`src/rtl/iwt53_pkg.sv`:
```
package iwt53_pkg;
  // extra fractional bits: the smallest coefficient is 1/8
  localparam int unsigned GUARD_BITS = 3;
  // history depth used by the high-band tap set
  localparam int unsigned TAP_DEPTH  = 4;
  // samples to accept before the first valid output
  localparam int unsigned FILL_LEN   = 4;

  typedef enum logic {
    PH_LOW  = 1'b0,
    PH_HIGH = 1'b1
  } phase_e;
endpackage

```
`src/rtl/iwt53_phase_ctrl.sv`:
```
module iwt53_phase_ctrl
  import iwt53_pkg::*;
#(
  parameter int unsigned FILL = FILL_LEN
) (
  input  logic   clk_i,
  input  logic   rst_ni,
  input  logic   step_i,
  output phase_e phase_o,
  output logic   primed_o
);
  localparam int unsigned CNT_W = $clog2(FILL + 1);

  phase_e           phase_q;
  logic [CNT_W-1:0] fill_q;

  always_ff @(posedge clk_i or negedge rst_ni) begin
    if (!rst_ni) begin
      phase_q <= PH_LOW;
      fill_q  <= '0;
    end else if (step_i) begin
      phase_q <= (phase_q == PH_LOW) ? PH_HIGH : PH_LOW;
      if (fill_q != CNT_W'(FILL)) fill_q <= fill_q + 1'b1;
    end
  end

  assign phase_o  = phase_q;
  assign primed_o = (fill_q == CNT_W'(FILL));
endmodule

```
`src/rtl/iwt53_tap_line.sv`:
```
module iwt53_tap_line #(
  parameter int unsigned DATA_W = 24,
  parameter int unsigned DEPTH  = 4
) (
  input  logic                          clk_i,
  input  logic                          rst_ni,
  input  logic                          step_i,
  input  logic [DATA_W-1:0]             d_i,
  output logic [DEPTH-1:0][DATA_W-1:0]  taps_o
);
  // taps_o[k] holds y[n-1-k] relative to the sample currently on d_i
  for (genvar g = 0; g < DEPTH; g++) begin : g_stage
    logic [DATA_W-1:0] stage_q;
    logic [DATA_W-1:0] stage_d;

    if (g == 0) begin : g_head
      assign stage_d = d_i;
    end else begin : g_body
      assign stage_d = taps_o[g-1];
    end

    always_ff @(posedge clk_i or negedge rst_ni) begin
      if (!rst_ni)     stage_q <= '0;
      else if (step_i) stage_q <= stage_d;
    end

    assign taps_o[g] = stage_q;
  end
endmodule

```
`src/rtl/iwt53_tap_sum.sv`:
```
module iwt53_tap_sum
  import iwt53_pkg::*;
#(
  parameter int unsigned DATA_W = 24
) (
  input  phase_e                             phase_i,
  input  logic [DATA_W-1:0]                  cur_i,
  input  logic [TAP_DEPTH-1:0][DATA_W-1:0]   taps_i,
  output logic [DATA_W-1:0]                  w_o
);
  // 8*w needs GUARD_BITS more bits, plus 2 bits for coefficient gain
  localparam int unsigned ACC_W = DATA_W + GUARD_BITS + 2;

  logic signed [ACC_W-1:0] x0;
  logic signed [ACC_W-1:0] t0, t1, t2, t3;
  logic signed [ACC_W-1:0] acc_lo, acc_hi, acc;

  assign x0 = ACC_W'(signed'(cur_i));
  assign t0 = ACC_W'(signed'(taps_i[0]));
  assign t1 = ACC_W'(signed'(taps_i[1]));
  assign t2 = ACC_W'(signed'(taps_i[2]));
  assign t3 = ACC_W'(signed'(taps_i[3]));

  // even slot: 8w = -2 y1 + 8 y2 - 2 y3
  assign acc_lo = (t1 <<< 3) - (t0 <<< 1) - (t2 <<< 1);
  // odd slot: 8w = -y0 + 4 y1 + 6 y2 + 4 y3 - y4
  assign acc_hi = (t0 <<< 2) + (t1 <<< 2) + (t1 <<< 1) + (t2 <<< 2) - x0 - t3;

  assign acc = (phase_i == PH_HIGH) ? acc_hi : acc_lo;
  assign w_o = DATA_W'(acc >>> GUARD_BITS);
endmodule

```
`src/rtl/iwt53_tm.sv`:
```
module iwt53_tm
  import iwt53_pkg::*;
#(
  parameter int unsigned DATA_W = 24
) (
  input  logic              clk_i,
  input  logic              rst_ni,
  input  logic              in_valid_i,
  input  logic [DATA_W-1:0] in_data_i,
  output logic              out_valid_o,
  output logic [DATA_W-1:0] out_data_o
);
  phase_e                           phase_w;
  logic                             primed_w;
  logic [TAP_DEPTH-1:0][DATA_W-1:0] taps_w;
  logic [DATA_W-1:0]                w_w;
  logic                             valid_q;
  logic [DATA_W-1:0]                data_q;

  iwt53_phase_ctrl #(.FILL(FILL_LEN)) u_ctrl (
    .clk_i    (clk_i),
    .rst_ni   (rst_ni),
    .step_i   (in_valid_i),
    .phase_o  (phase_w),
    .primed_o (primed_w)
  );

  iwt53_tap_line #(.DATA_W(DATA_W), .DEPTH(TAP_DEPTH)) u_taps (
    .clk_i  (clk_i),
    .rst_ni (rst_ni),
    .step_i (in_valid_i),
    .d_i    (in_data_i),
    .taps_o (taps_w)
  );

  iwt53_tap_sum #(.DATA_W(DATA_W)) u_sum (
    .phase_i (phase_w),
    .cur_i   (in_data_i),
    .taps_i  (taps_w),
    .w_o     (w_w)
  );

  always_ff @(posedge clk_i or negedge rst_ni) begin
    if (!rst_ni) begin
      valid_q <= 1'b0;
      data_q  <= '0;
    end else begin
      valid_q <= in_valid_i & primed_w;
      if (in_valid_i) data_q <= w_w;
    end
  end

  assign out_valid_o = valid_q;
  assign out_data_o  = data_q;
endmodule

```
`config.mk`:
```
export PLATFORM = sky130hd
export DESIGN_NAME = iwt53_tm
export DESIGN_NICKNAME = d
export VERILOG_FILES = /design/src/rtl/iwt53_pkg.sv /design/src/rtl/iwt53_phase_ctrl.sv /design/src/rtl/iwt53_tap_line.sv /design/src/rtl/iwt53_tap_sum.sv /design/src/rtl/iwt53_tm.sv
export SDC_FILE = /design/constraint.sdc
export NUM_CORES = 1
export LEC_CHECK = 0
export CORE_UTILIZATION = 33
export CTS_CLUSTER_SIZE = 12
export DETAILED_ROUTE_END_ITERATION = 8
export DONT_BUFFER_PORTS = 1
export SLEW_MARGIN = 25
export SYNTH_ARGS = -nofsm -noshare
export SYNTH_HDL_FRONTEND = slang
export SYNTH_SLANG_ARGS = --single-unit
```
`constraint.sdc`:
```
create_clock -name clk_i -period 4 [get_ports clk_i]
set_input_delay 0.2 -clock clk_i [delete_from_list [all_inputs] [get_ports clk_i]]
set_output_delay 0.2 -clock clk_i [all_outputs]
set_load 0.01 [all_outputs]
```
==> results.yml, run 1 <==
timing:
  min_period_ns: 4.05
  setup_viol: 2
  max_freq_mhz: 247
  finClkSkew_ns: 0.00796
  holdWs_ns: 0.0928
  rsz0062_at_grt: "true"
  max_slew_margin: 0.405
  slew_violations: 0
  fin_crit_sh: 1.01
  tightest_slew_ns: 0.892
  setup_slack_ns: -0.0481
  finalHoldViolCount: 0
global_route:
  grt_max_degree: 179
  grt.total_usage: 0.174
  overflow: 0
  grt_pass1_vias: 8448
  antenna_found_initial: 0
  grt_pass1_wl_um: 42700
worst_hold_path:
  hold_end: "u_ctrl.fill_q[0]$_DFFE_PN0P_"
  hold_start: "in_valid_i"
  hold_class: "in2reg"
  hold_path_depth: 2
pwr:
  pwr-share-clk: 0.126
  power_switching_mw: 5.99
  p_sw_frac: 0.442
  intPower_mw: 7.57
  p_per_area_nw_per_um2: 1000
  power_frac_seq: 0.140
  p_comb_frac: 0.734
  p_leak_nw: 6.29
  vdd_drop_max_uv: 592
worst_setup_path:
  reg2reg_from: "u_taps.g_stage[1].stage_q[2]$_DFFE_PN0P_"
  rr_endpoint: "out_data_o[20]$_DFFE_PN0P_"
  crit_type: "reg2reg"
  rrSetupSlack_ns: -0.05
  cp_max_fo: 4
  arrival_ns: 4.42
  required_ns: 4.37
  reg2reg_depth: 16
  crit_path_end_kind: "flop"
  start_kind: "flop"
drt:
  via_per_inst: 4.67
  routed_wl_um: 24800
  ant_nets: 0
  drt-initial-drc-count: 358
  wl_per_cell_um: 15.2
  firstDrtPassIters: 4
  num_vias: 7627
  drc: 0
yosys:
  syn-instance-count: 1006
  synth_xor_area_frac: 0.0338
  synthArstFlopShare: 1.00
  yosysWarnings: 0
  synth_top_family_by_area: "adder cells"
  syn_nets: 1205
  synthMuxAreaShare: 0.0431
  synth_ff_type: "dfrtp_1"
  synth_compound_area_frac: 0.143
  synth.avg_cell_area_um2: 10.0
  yosysUniqueCellTypes: 69
  synth_seq_cells: 125
  synth_common_cells: "185 x inv_1, 125 x dfrtp_1, 118 x fa_1"
  synth-seq-area-share: 0.309
  synth_top_cell_by_area: "dfrtp_1"
  synth_top_area_share: 0.309
  synthAdderAreaFrac: 0.301
  synth_simple_gate_area_frac: 0.0901
  synth.area.top_cells: "dfrtp_1 31%, fa_1 23%, inv_1 6.9%, ha_1 6.7%, o21ai_0 4.4%"
  synthesis.area_um2: 10100
  synth_most_common_cell: "inv_1"
  synth_edf_count: 0
placed_design:
  gp_routability_congestion: 0.836
  post-dp-hpwl_um: 17400
  pre_cts_ws_ns: -0.163
  dpl_cell_area_um2: 11200
  place.port_buffers: 0
clocking:
  cts_root_buffer: "clkbuf_16"
  cts_tree: "built"
  clock_path_buffers: 2
  clock-sinks: 125
  h-tree-depth: 4
  cts_made_buffers: 17
  clk_latency_ns: 0.43
  cts.clk_slew.worst_paths_ns: 0.06
job:
  cap_viol_max_count: 0
finish:
  final_cell_area_um2: 13500
  fin_util: 0.452
  drive_gt1_frac: 0.185
  regArea_um2: 3130
  multiInputGateArea_um2: 6440
  area_growth_pct: 33.6
  antennaDiodeCount: 0
  num-fill-cells: 2821
  final_nets: 1428
die:
  start_util: 0.338
  die_y_um: 177
  die_w_um: 177
  dieArea_um2: 31300
  pin_count: 52
  row_count: 63
  core_um2: 29900
outcome:
  violations: "negative setup slack"
  status: "complete, but fails checks"
[critical path, cell delays in order, from the launching register on]
cell	delay [ns]
dfrtp_2	0.44
fa_1	0.51
fa_1	0.53
inv_1	0.06
fa_1	0.50
inv_2	0.06
buf_6	0.11
fa_2	0.33
a21o_1	0.18
a21o_1	0.19
a21oi_4	0.17
o31ai_4	0.10
buf_6	0.15
a32o_2	0.24
a21oi_2	0.13
mux2i_1	0.19
o22a_1	0.13
[cell usage in the layout (no fill, tap or decap), types with 8 or more instances in the layout]
cell and count:
mux2_2 36, a21o_1 17, clkbuf_16 17, buf_4 97, nand2b_1 9, nand3_1 9
inv_1 178, xnor2_1 27, xor2_1 12, a21oi_2 8, fa_1 116, nor2_1 40
nand2_1 92, dlygate4sd3_1 132, a21oi_1 35, nor3_1 9, dfrtp_1 122, a31oi_1 8
o21ai_0 78, o21ai_1 8, ha_1 46
[kinds of logic after synthesis]
family / Yosys count
buf+inv: 214
flops: 125
compound gates: 220
simple gates: 197
xor+xnor: 39
fa+ha+maj: 172
mux: 39
[sequential cells by signal (all words and copies together) (netlist names)]
signal,flops
u_ctrl.fill_q,3
u_ctrl.phase_o,1
out_valid_o,1
u_taps.g_stage.stage_q,96
out_data_o,24
[area by class of cell]
| type | count | share of cell area |
|---|---|---|
| clock buffer | 18 | 0.0325 |
| multi-input combinational | 667 | 0.477 |
| clock inverter | 14 | 0.0142 |
| inverter | 185 | 0.0514 |
| tap | 390 | 0.0361 |
| sequential | 125 | 0.232 |
| timing repair buffer | 233 | 0.157 |
[layer usage]
layer,wire [µm],share of wire,GRT usage,vias up
li1,-,-,-,3724
met5,0,0,0,-
met2,12100,0.49,0.288,99
met3,1060,0.043,0.0412,22
met4,331,0.013,0.0424,0
met1,11400,0.46,0.228,3782
[stage by stage]
stage / std cells / power, mW / TNS (ns)
final: 1632 / 13.6 / -0.0748
after global routing: 1632 / 14.8 / -1.35
after CTS: 1627 / 12.8 / -0.0357
after global placement: 1457 / 10.1 / -1.27
after floorplan: 1006 / 7.54 / 0
after detailed placement: 1457 / 10.2 / -1.16
[what timing repair did]
action / 4_1_cts / 5_1_grt
hold buffers: 134 / 0
hold endpoints to repair: 245 / 0
setup endpoints to repair: 13 / 18
setup buffers: 4 / 6
pin swaps: 19 / 31
resized for setup: 30 / 35
gates cloned: 0 / 0
[power by group through the flow]
stage	Combinational, mW	Sequential, mW	Clock, mW
6_report	9.96	1.90	1.70
5_1_grt	11.1	1.95	1.80
4_1_cts	9.15	1.91	1.73
3_5_place_dp	8.26	1.94	0
3_3_place_gp	8.17	1.93	0
2_1_floorplan	5.74	1.80	0
[how the worst max path moves through the flow]
stage                                         startpoint                    endpoint  slack (ns)  cells after the start
2_1_floorplan   u_taps.g_stage[1].stage_q[1]$_DFFE_PN0P_  out_data_o[20]$_DFFE_PN0P_       0.007                     13
3_3_place_gp   u_taps.g_stage[0].stage_q[10]$_DFFE_PN0P_  out_data_o[20]$_DFFE_PN0P_       -0.21                     15
3_5_place_dp    u_taps.g_stage[1].stage_q[2]$_DFFE_PN0P_  out_data_o[15]$_DFFE_PN0P_       -0.16                     15
4_1_cts         u_taps.g_stage[2].stage_q[3]$_DFFE_PN0P_  out_data_o[22]$_DFFE_PN0P_       -0.03                     17
5_1_grt         u_taps.g_stage[1].stage_q[2]$_DFFE_PN0P_  out_data_o[20]$_DFFE_PN0P_       -0.21                     16
6_report        u_taps.g_stage[1].stage_q[2]$_DFFE_PN0P_  out_data_o[20]$_DFFE_PN0P_       -0.05                     16
No activity file was read; power rests on OpenSTA's default activity.
==> run 2: changes to the inputs <==
--- a/config.mk
+++ b/config.mk
@@ -9,7 +9,9 @@
 export CTS_CLUSTER_SIZE = 12
 export DETAILED_ROUTE_END_ITERATION = 8
 export DONT_BUFFER_PORTS = 1
+export PLACE_DENSITY = 0.6
 export SLEW_MARGIN = 25
 export SYNTH_ARGS = -nofsm -noshare
 export SYNTH_HDL_FRONTEND = slang
 export SYNTH_SLANG_ARGS = --single-unit
+export TNS_END_PERCENT = 5
==> run 2 against run 1 <==
Net effect:
- the flow still finishes with violations (negative setup slack)
- wire length fell by 0.24%
- critical endpoint is now out_data_o[22]$_DFFE_PN0P_
- non-clock buffer count fell by 2
- count of clock-buffer cells in the layout unchanged
- maximum frequency is essentially flat
- die area stayed put
- largest cell class unchanged
==> results.yml, run 2 (synthesis gave the netlist of run 1 again) <==
pwr:
  power_frac_seq: 0.145
  pwr-share-clk: 0.130
  intPower_mw: 7.33
  p_leak_nw: 6.26
  finalPower_mw: 13.1
  p_comb_frac: 0.725
  power_switching_mw: 5.76
  p_per_area_nw_per_um2: 975
  p_sw_frac: 0.440
  vdd_drop_max_uv: 559
worst_setup_path:
  crit_path_end_kind: "flop"
  arrival_ns: 4.38
  path_common_cell: "inv_1"
  start_kind: "flop"
  crit_family: "adder cells"
  rrSetupSlack_ns: -0.04
  required_ns: 4.34
  crit_type: "reg2reg"
  crit_buf_inv: 4
  crit_chain: "inv_1 > fa_1 > inv_1 > fa_1 > inv_1 > fa_1 > inv_1 > ha_4 > o21a_1 > o21ai_1 > a21o_1 > o31ai_4 > a31oi_1 > o31ai_2 > xnor2_1 > a311oi_2"
  cp_max_fo: 4
  crit_path_top_delay_cell: "fa_1"
  max_stage_delay_ns: 0.54
global_route:
  grt_pass1_vias: 8457
  grt_max_degree: 179
  grt_pass1_wl_um: 42700
  overflow: 0
  grt.total_usage: 0.174
  antenna_found_initial: 0
die:
  die_y_um: 177
  row_count: 63
  start_util: 0.338
  pin_count: 52
  die_w_um: 177
  dieArea_um2: 31300
  core_um2: 29900
drt:
  num_vias: 7682
  drt-initial-drc-count: 336
  via_per_inst: 4.71
  ant_nets: 0
  routed_wl_um: 24800
  wl_per_cell_um: 15.2
  firstDrtPassIters: 5
  drc: 0
timing:
  slew_violations: 0
  holdWs_ns: 0.0925
  setup_slack_ns: -0.0447
  min_period_ns: 4.04
  finalHoldViolCount: 0
  tightest_slew_ns: 0.907
  max_slew_margin: 0.396
  finClkSkew_ns: 0.00748
  setup_viol: 1
  finalSetupTns_ns: -0.0447
  max_freq_mhz: 247
  rsz0062_at_grt: "true"
  fin_crit_sh: 1.01
finish:
  final_nets: 1426
  fin_util: 0.449
  antennaDiodeCount: 0
  largest_reg_flops: 96
  multiInputGateArea_um2: 6370
  regArea_um2: 3130
  regMostFlops: "u_taps.g_stage.stage_q"
  final_common_cell: "inv_1"
  layout_common_cells: "179 x inv_1, 132 x dlygate4sd3_1, 122 x dfrtp_1"
  num-fill-cells: 2828
  drive_gt1_frac: 0.177
  area_growth_pct: 32.7
placed_design:
  gp_routability_congestion: 0.836
  place.port_buffers: 0
  post-dp-hpwl_um: 17400
clocking:
  cts_root_buffer: "clkbuf_16"
  cts.clk_slew.worst_paths_ns: 0.06
  h-tree-depth: 4
  clock_path_buffers: 2
  clock-sinks: 125
  cts_tree: "built"
  clk_latency_ns: 0.43
  cts_made_buffers: 17
outcome:
  status: "complete, but fails checks"
  violations: "negative setup slack"
worst_hold_path:
  hold_class: "in2reg"
job:
  cap_viol_max_count: 0
-- run 2: path summary, 6_finish.rpt --
| kind | to | depth (start not counted) | start |
|---|---|---|---|
| max | out_data_o[22]$_DFFE_PN0P_ | 16 | u_taps.g_stage[0].stage_q[8]$_DFFE_PN0P_ |
| min | u_ctrl.fill_q[0]$_DFFE_PN0P_ | 2 | in_valid_i |
| max reg2reg | out_data_o[22]$_DFFE_PN0P_ | 16 | u_taps.g_stage[0].stage_q[8]$_DFFE_PN0P_ |
| min reg2reg | u_taps.g_stage[3].stage_q[10]$_DFFE_PN0P_ | 1 | u_taps.g_stage[2].stage_q[10]$_DFFE_PN0P_ |
| max in group asynchronous | u_taps.g_stage[2].stage_q[15]$_DFFE_PN0P_ | 2 | rst_ni |
| min in group asynchronous | u_taps.g_stage[2].stage_q[4]$_DFFE_PN0P_ | 2 | rst_ni |
-- run 2: metal layers --
metal,global-route usage,part of all wire,up-vias
met3,0.0412,0.044,25
met2,0.289,0.49,121
met4,0.0424,0.014,0
met1,0.227,0.46,3812
met5,0,0,-
li1,-,-,3724
-- run 2: worst register-to-register path: cells and delay by family, from the launching register on --
kind                     cells  cell delay [ns]
buffers and inverters        4             0.25
flip-flops                   1             0.36
adder cells (fa/ha/maj)      4             1.83
AO/OA/AOI/OAI                7             1.41
XOR/XNOR                     1             0.11
-- run 2: metrics by stage --
stage                     area [µm²]  instances  setup slack, ns
final                          13400       1630          -0.0447
after global routing           13400       1630           -0.220
after CTS                      13300       1627          -0.0319
after detailed placement       11200       1457           -0.163
after global placement         11200       1457           -0.208
after floorplan                10100       1006          0.00693
-- run 2: area by class of cell --
type,count,share of cell area
Multi-Input combinational cell,667,0.475
Sequential cell,125,0.233
Timing Repair Buffer,231,0.157
Inverter,185,0.0518
Tap cell,390,0.0364
Clock buffer,18,0.0327
Clock inverter,14,0.0143
-- run 2: power groups by stage --
| stage | clock network [mW] | logic, mW | registers, mW |
|---|---|---|---|
| after floorplan | 0 | 5.74 | 1.80 |
| after global placement | 0 | 8.17 | 1.93 |
| after detailed placement | 0 | 8.26 | 1.94 |
| after CTS | 1.73 | 9.14 | 1.91 |
| after global routing | 1.80 | 10.6 | 1.95 |
| final | 1.70 | 9.48 | 1.90 |
-- run 2: repair_timing --
action	in CTS	in global routing
resized for setup	29	18
endpoints found under the setup margin	13	18
buffers inserted	4	3
endpoints found under the hold margin	245	0
hold buffers	134	0
pin swaps	16	13
==> run 3: changes to the inputs <==
--- a/config.mk
+++ b/config.mk
@@ -5,11 +5,13 @@
 export SDC_FILE = /design/constraint.sdc
 export NUM_CORES = 1
 export LEC_CHECK = 0
+export CELL_PAD_IN_SITES_DETAIL_PLACEMENT = 0
+export CELL_PAD_IN_SITES_GLOBAL_PLACEMENT = 1
 export CORE_UTILIZATION = 33
 export CTS_CLUSTER_SIZE = 12
 export DETAILED_ROUTE_END_ITERATION = 8
 export DONT_BUFFER_PORTS = 1
-export PLACE_DENSITY = 0.6
+export PLACE_DENSITY = 0.7
 export SLEW_MARGIN = 25
 export SYNTH_ARGS = -nofsm -noshare
 export SYNTH_HDL_FRONTEND = slang
==> run 3 against run 2 <==
Net effect:
- the run ends with negative hold slack, negative setup slack left
- die area unchanged
- power is 2.4% lower
- sequential share of layout area shrank 0.081 points
- sequential power hardly changed
- maximum frequency up 0.94%
- critical path type unchanged
- largest cell class unchanged
- first-iteration DRC count unchanged
- critical endpoint unchanged
==> results.yml, run 3 (synthesis gave the netlist of run 1 again) <==
worst_setup_path:
  reg2reg_from: "u_taps.g_stage[1].stage_q[7]$_DFFE_PN0P_"
  crit_type: "reg2reg"
  start_kind: "flop"
  rr_endpoint: "out_data_o[22]$_DFFE_PN0P_"
  rrSetupSlack_ns: -0.007
  crit_path_end_kind: "flop"
  required_ns: 4.34
  arrival_ns: 4.35
  reg2reg_depth: 14
  cp_max_fo: 4
worst_hold_path:
  hold_path_depth: 1
  hold_start: "in_valid_i"
  hold_class: "in2reg"
  hold_end: "out_data_o[12]$_DFFE_PN0P_"
clocking:
  clk_latency_ns: 0.43
  h-tree-depth: 4
  cts.clk_slew.worst_paths_ns: 0.06
  cts_root_buffer: "clkbuf_16"
  clock-sinks: 125
  postCtsHoldBufs: 149
  clock_path_buffers: 2
  cts_tree: "built"
  cts_made_buffers: 17
outcome:
  violations: "negative hold slack, negative setup slack"
  status: "complete, but fails checks"
timing:
  max_slew_margin: 0.546
  finClkSkew_ns: 0.0157
  min_period_ns: 4.01
  fin_crit_sh: 1.00
  slew_violations: 0
  tightest_slew_ns: 0.681
  setup_slack_ns: -0.00701
  holdWs_ns: -0.0371
  finalHoldViolCount: 3
  max_freq_mhz: 250
  rsz0062_at_grt: "true"
  setup_viol: 2
finish:
  final_nets: 1440
  largest_reg_flops: 96
  regMostFlops: "u_taps.g_stage.stage_q"
  num-fill-cells: 2848
  final_common_cell: "inv_1"
  final_cell_area_um2: 13500
  final_cells: 1643
  antennaDiodeCount: 0
  layout_common_cells: "182 x inv_1, 148 x dlygate4sd3_1, 123 x dfrtp_1"
  drive_gt1_frac: 0.167
  fin_util: 0.450
  area_growth_pct: 33.1
drt:
  num_vias: 7623
  wl_per_cell_um: 15.2
  drt-initial-drc-count: 336
  via_per_inst: 4.64
  ant_nets: 0
  drc: 0
  firstDrtPassIters: 4
  routed_wl_um: 25000
placed_design:
  pre_cts_ws_ns: -0.118
  dpl_cell_area_um2: 11200
  gp_routability_congestion: 0.796
  post-dp-hpwl_um: 17500
  place.port_buffers: 0
  numPlacedInstances: 1457
pwr:
  p_per_area_nw_per_um2: 949
  vdd_drop_max_uv: 655
  p_leak_nw: 6.29
die:
  start_util: 0.338
  dieArea_um2: 31300
  core_um2: 29900
  pin_count: 52
  die_y_um: 177
  row_count: 63
  die_w_um: 177
global_route:
  grt_max_degree: 208
  grt_pass1_wl_um: 42800
  antenna_found_initial: 0
  grt.total_usage: 0.177
  overflow: 0
  grt_pass1_vias: 8397
job:
  cap_viol_max_count: 0
-- run 3: cell types whose count changed in the layout (fill, tap and decap cells not counted), sizes merged --
cell         before  now
bufinv            4    2
dlygate4sd3     132  148
inv             187  185
clkbuf           18   20
clkinv            4    6
buf              99   97
clkinvlp          4    3
-- run 3: power breakdown --
part / total [mW] / internal, mW / leakage, nW / switching, mW
clock: 1.54 / 0.926 / 0.272 / 0.610
combinational: 9.34 / 4.63 / 4.49 / 4.71
sequential: 1.88 / 1.56 / 1.52 / 0.327
-- run 3: cell type report --
type                    instances  area (µm²)  area share
repair buffers                245        2230       0.166
clock buffers                  20         447      0.0332
well taps                     390         488      0.0363
multi-input cells             667        6340       0.471
flip-flops and latches        125        3130       0.233
clock inverters                11         120     0.00893
inverters                     185         694      0.0516
-- run 3: routing by layer --
metal,up-vias,track usage,wire (µm)
met4,0,0.0503,315
li1,3750,-,-
met5,-,0,0
met1,3765,0.227,11500
met3,16,0.0389,910
met2,92,0.296,12300
-- run 3: worst max-delay path by stage --
stage                                        startpoint  slack (ns)                          to
6_report       u_taps.g_stage[1].stage_q[7]$_DFFE_PN0P_      -0.007  out_data_o[22]$_DFFE_PN0P_
3_5_place_dp   u_taps.g_stage[1].stage_q[2]$_DFFE_PN0P_       -0.12  out_data_o[15]$_DFFE_PN0P_
5_1_grt        u_taps.g_stage[1].stage_q[7]$_DFFE_PN0P_       -0.21  out_data_o[22]$_DFFE_PN0P_
4_1_cts        u_taps.g_stage[2].stage_q[2]$_DFFE_PN0P_       -0.01  out_data_o[16]$_DFFE_PN0P_
3_3_place_gp   u_taps.g_stage[1].stage_q[2]$_DFFE_PN0P_       -0.12  out_data_o[15]$_DFFE_PN0P_
2_1_floorplan  u_taps.g_stage[1].stage_q[1]$_DFFE_PN0P_       0.007  out_data_o[20]$_DFFE_PN0P_
-- run 3: through the flow --
step / hold WS, ns / TNS [ns] / total power [mW]
4_1_cts: -0.127 / -0.0301 / 12.5
5_1_grt: -0.129 / -1.47 / 14.1
2_1_floorplan: -0.0956 / 0 / 7.54
3_5_place_dp: -0.0894 / -0.721 / 10.2
6_report: -0.0371 / -0.0135 / 12.8
3_3_place_gp: -0.0872 / -0.499 / 10.2
-- run 3: critical path, cell delays in order, from the launching register on --
cell	delay [ns]
dfrtp_1	0.41
buf_4	0.15
fa_1	0.48
fa_1	0.56
inv_1	0.06
fa_1	0.49
inv_1	0.05
ha_2	0.36
o21ai_2	0.09
and2_1	0.19
o31ai_4	0.35
a31oi_1	0.15
o31ai_2	0.24
xnor2_1	0.12
a311oi_2	0.23
-- run 3: timing repair --
item	4_1_cts	5_1_grt
buffers inserted	5	1
pin swaps	21	8
endpoints found under the setup margin	11	18
gates resized for setup	20	23
endpoints found under the hold margin	245	15
